$ cat config.mk
export PLATFORM = sky130hd
export DESIGN_NAME = fp32_mul
export DESIGN_NICKNAME = d
export VERILOG_FILES = /design/src/rtl/fp32_mul.sv
export SDC_FILE = /design/constraint.sdc
export NUM_CORES = 2
export LEC_CHECK = 0
export CORE_ASPECT_RATIO = 0.9
export CORE_MARGIN = 2
export CORE_UTILIZATION = 50
export DETAILED_ROUTE_END_ITERATION = 12
export PLACE_DENSITY = 0.73
export SYNTH_ARGS = -nofsm -noshare
export SYNTH_HDL_FRONTEND = slang
export SYNTH_SLANG_ARGS = --single-unit
$ cat constraint.sdc
create_clock -name clk -period 40 [get_ports clk]
set_input_delay 4 -clock clk [delete_from_list [all_inputs] [get_ports clk]]
set_output_delay 4 -clock clk [all_outputs]
set_load 0.005 [all_outputs]
$ cat src/rtl/fp32_mul.sv
module fp32_mul #(
  parameter bit LEGACY_NAN = 1'b0
) (
  input  logic        clk,
  input  logic        rst_n,
  input  logic        start,
  input  logic [31:0] op_a,
  input  logic [31:0] op_b,
  input  logic [1:0]  rnd,
  output logic        done,
  output logic [31:0] prod,
  output logic        f_inv,
  output logic        f_ovf,
  output logic        f_unf,
  output logic        f_inx
);
  localparam int MW = 24;
  localparam int PW = 2 * MW;
  localparam logic [31:0] DEF_NAN = 32'h7fc00000;

  logic sa, sb, sr;
  logic [7:0] ea, eb, ea_e, eb_e;
  logic [22:0] fa, fb;
  assign {sa, ea, fa} = op_a;
  assign {sb, eb, fb} = op_b;
  assign sr = sa ^ sb;
  assign ea_e = (ea == 8'd0) ? 8'd1 : ea;
  assign eb_e = (eb == 8'd0) ? 8'd1 : eb;

  logic a_nan, b_nan, a_snan, b_snan, a_inf, b_inf, a_zero, b_zero, inf_zero;
  assign a_nan  = (&ea) & (|fa);
  assign b_nan  = (&eb) & (|fb);
  assign a_snan = a_nan & ~fa[22];
  assign b_snan = b_nan & ~fb[22];
  assign a_inf  = (&ea) & ~(|fa);
  assign b_inf  = (&eb) & ~(|fb);
  assign a_zero = ~(|ea) & ~(|fa);
  assign b_zero = ~(|eb) & ~(|fb);
  assign inf_zero = (a_inf & b_zero) | (a_zero & b_inf);

  logic [PW-1:0] p, mn, mr;
  assign p = PW'({|ea, fa}) * PW'({|eb, fb});

  logic [5:0] lz;
  always_comb begin
    lz = '0;
    for (int i = 0; i < PW; i++)
      if (p[i]) lz = 6'(PW - 1 - i);
  end

  logic signed [10:0] xe, shr_full;
  logic tiny, huge, lost;
  logic [5:0] shc;
  assign xe = $signed({3'b0, ea_e}) + $signed({3'b0, eb_e}) - 11'sd126 - $signed({5'b0, lz});
  assign tiny = xe < 11'sd1;
  assign huge = xe > 11'sd254;
  assign shr_full = 11'sd1 - xe;
  assign shc = !tiny ? 6'd0 : (shr_full > 11'sd48) ? 6'd48 : shr_full[5:0];

  assign mn = p << lz;
  assign mr = mn >> shc;
  assign lost = |(mn & ((PW'(1) << shc) - PW'(1)));

  logic [MW-1:0] kept;
  logic rb, st, inc;
  assign kept = mr[PW-1:MW];
  assign rb = mr[MW-1];
  assign st = (|mr[MW-2:0]) | lost;

  always_comb begin
    case (rnd)
      2'd0:    inc = rb & (st | kept[0]);
      2'd1:    inc = 1'b0;
      2'd2:    inc = ~sr & (rb | st);
      default: inc = sr & (rb | st);
    endcase
  end

  logic [30:0] sum;
  logic ovf_c, inx_c, to_inf;
  assign sum = {(tiny ? 8'd0 : xe[7:0]), kept[22:0]} + 31'(inc);
  assign ovf_c = ~tiny & (huge | (&sum[30:23]));
  assign inx_c = rb | st | ovf_c;
  assign to_inf = (rnd == 2'd0) | ((rnd == 2'd2) & ~sr) | ((rnd == 2'd3) & sr);

  logic [31:0] res;
  logic iv, ov, un, ix;
  always_comb begin
    iv = 1'b0; ov = 1'b0; un = 1'b0; ix = 1'b0;
    if (a_nan | b_nan) begin
      if (LEGACY_NAN) res = a_nan ? op_a : op_b;
      else begin
        res = (b_nan ? op_b : op_a) | 32'h00400000;
        iv  = a_snan | b_snan;
      end
    end else if (inf_zero) begin
      res = DEF_NAN;
      iv  = 1'b1;
    end else if (a_inf | b_inf) res = {sr, 8'hff, 23'd0};
    else if (a_zero | b_zero) res = {sr, 31'd0};
    else if (ovf_c) begin
      res = to_inf ? {sr, 8'hff, 23'd0} : {sr, 8'hfe, 23'h7fffff};
      ov = 1'b1; ix = 1'b1;
    end else begin
      res = {sr, sum};
      ix = inx_c;
      un = tiny & inx_c;
    end
    if (LEGACY_NAN) {iv, ov, un, ix} = 4'b0;
  end

  always_ff @(posedge clk) begin
    if (!rst_n) begin
      done <= 1'b0;
      prod <= '0;
      {f_inv, f_ovf, f_unf, f_inx} <= 4'b0;
    end else begin
      done <= start;
      if (start) begin
        prod <= res;
        {f_inv, f_ovf, f_unf, f_inx} <= {iv, ov, un, ix};
      end
    end
  end


  unf_implies_inx_chk: assert property (@(posedge clk) disable iff (!rst_n) f_unf |-> f_inx);

  ovf_saturates_chk: assert property (@(posedge clk) disable iff (!rst_n)
    f_ovf |-> (f_inx && prod[30:23] >= 8'hfe));

  inv_gives_qnan_chk: assert property (@(posedge clk) disable iff (!rst_n)
    f_inv |-> (prod[30:23] == 8'hff && prod[22]));

  legacy_no_flags_chk: assert property (@(posedge clk) disable iff (!rst_n)
    LEGACY_NAN |-> !(f_inv || f_ovf || f_unf || f_inx));

  hold_when_idle_chk: assert property (@(posedge clk) disable iff (!rst_n)
    !start |=> (!done && $stable(prod)));

  sign_xor_chk: assert property (@(posedge clk) disable iff (!rst_n)
    (start && !a_nan && !b_nan && !inf_zero) |=> prod[31] == $past(op_a[31] ^ op_b[31]));
endmodule

==> out/metrics.yaml <==
drc: 0
ys_types: 130
drv_cap: 0
cts_sinks: 37
grt_max_degree: 64
status: "finished, final reports clean"
seq_area_um2: 741
die_height_um: 249
via_per_inst: 6.61
path_common_cell: "fa_1"
synthTopCellsByArea: "fa_1 (29%), and2_1 (10%), ha_1 (7.5%), inv_1 (6.4%), nand2_1 (3.5%)"
synth_edf_count: 0
crit_path_start: "op_b[27]"
maxSlewViolCount: 0
holdCritPathClass: "register to register"
critPathMaxStageDelay_ps: 850
clock-skew-final_ps: 0
post_cts_buffers: 0
r2r_start: "prod[6]"
period_share: 0.610
cts.root.buffer_cell: "clkbuf_16"
dpl-instance-area_um2: 35000
wirelength_um: 128000
cp.required_ps: 40170
ys_ff_latch: 37
setup_viol: 0
syn_inst: 4240
multiInputGateArea_um2: 29400
io_pins: 106
first_pass_iters: 10
ys.flop_type: "dfxtp_1"
synth_top_area_frac: 0.290
area_delta_synth_final_pct: 5.23
grt_pass1_wl_um: 198000
start_util: 0.508
min_period_ps: 24410
rsz0062_at_grt: "false"
critPathCaptureType: "register"
post-synth-top-area-cell: "fa_1"
ant_nets: 0
die_area_um2: 68900
synth_compound_area_frac: 0.208
placedCellCount: 5029
die_w_um: 276
critPathLaunchType: "input port"
ys_warn_count: 0
critPathMaxFanout: 39
cts_max_path_buffers: 2
synthSimpleGateAreaFrac: 0.247
async_reset_ff_frac: 0
wl_per_cell_um: 25.3
netlist_area_um2: 33400
finalSetupTns_ps: 0
stdcell_count: 5039
numCtsBuffers: 5
worstSetupPathType: "input port to register"
maxSlewHeadroom: 0.0969
path_clk_slew_ps: 60
cts_resized: 0
synth-xor-area-share: 0.0260
final-hold-violation-count: 0
gp_congestion: 1.08
final_cell_area_um2: 35200
cts-htree-levels: 2
synth_common_cells: "inv_1 (568), and2_1 (545), fa_1 (484)"
max_clock_freq_mhz: 41.0
synth-seq-area-share: 0.0222
num_vias: 33300
syn_nets: 4994
synthAdderAreaFrac: 0.365
dp_hpwl_um: 100000
fp-row-count: 89
hold_path.startpoint: "f_inv"
crit_slowest_cell: "o31ai_4"
grt_usage: 0.366
fp.coreArea_um2: 65800
n_fill_cell: 6328
synth_top_family_by_area: "adder cells"
synthMuxAreaShare: 0.0334
postCtsHoldBufs: 0
final_net_count: 4926
clk_latency_ps: 280
drive_above_1_share: 0.0587
initialDrtViolationCount: 4563
crit_arrival_ps: 24570
overflow: 0
grt_pass1_vias: 32100
antenna_found_initial: 2
cts_tree: "done"
syn_avg_cell_area_um2: 7.88
r2r_slack_ps: 39180
tightest_slew_ps: 1350
io_buffer_count: 105
synth_most_common_cell: "inv_1"
## sequential cells by signal, summed over array words and instances (netlist names)
register	cells
prod	32
done	1
f_inv	1
f_inx	1
f_ovf	1
f_unf	1
## cell usage in the layout (no fill, tap or decap), drive strengths merged, types with 14 or more instances in the layout
master         count
and2             548
nand3             85
o221ai            16
a211o             20
nand4             42
o31ai             20
o21a              24
fa               484
o2111ai           14
a21oi            182
ha               201
xor2              34
nor2             237
nor4              47
buf               76
nand2            309
xnor2             59
o21ai            178
nor2b             20
clkdlybuf4s50    104
a22oi             45
and3              25
o32ai             16
a211oi            62
o211ai            59
mux2i             84
a21o              46
nand2b            19
o22ai             41
or3               19
or2               23
a221oi            21
a31oi             59
nor3             110
dfxtp             37
inv              575
## final timing paths
kind / endpoint / cells after the start
worst max-delay path: prod[2] / 67
worst min-delay path: f_inv / 1
worst max register to register: prod[6] / 2
worst min register to register: f_inv / 1
## area by class of cell
cell class / instances / share of cell area
Antenna cell: 2 / 0.000142
Clock buffer: 5 / 0.00356
Clock inverter: 3 / 0.000605
Inverter: 574 / 0.0614
Multi-Input combinational cell: 3374 / 0.837
Sequential cell: 37 / 0.0211
Tap cell: 864 / 0.0308
Timing Repair Buffer: 180 / 0.0458
## logic make-up after synthesis
logic type / after synthesis
multiplexers: 100
XOR/XNOR: 94
AND/OR/NAND/NOR: 1532
flip-flops: 37
buffers and inverters: 829
adder cells (fa/ha/maj): 685
AO/OA/AOI/OAI: 963
## per-layer routing
layer / wire (um) / vias up / part of all wire / track usage
met2: 53800 / 2156 / 0.42 / 0.542
li1: - / 14300 / - / -
met1: 54400 / 16500 / 0.43 / 0.534
met5: 0 / - / 0 / 0
met3: 14900 / 327 / 0.12 / 0.0711
met4: 4600 / 0 / 0.036 / 0.119
## critical path: cells and delay by family
kind	cells	cell delay [ps]
xor+xnor	1	180
simple gates	19	5320
buf+inv	10	2320
fa+ha+maj	14	5870
mux	1	250
compound gates	22	6580
## per-stage QoR
step	worst slack [ps]	utilization	hold slack (ps)
after CTS	16100	0.534	492
after floorplan	19580	-	472
after global routing	14550	0.534	505
after global placement	16060	0.532	461
final	15590	0.534	487
after detailed placement	15830	0.532	483
Power is left out: the tool's default activity adds up to more than one toggle a clock period on the data nets, which glitch-free logic cannot reach.
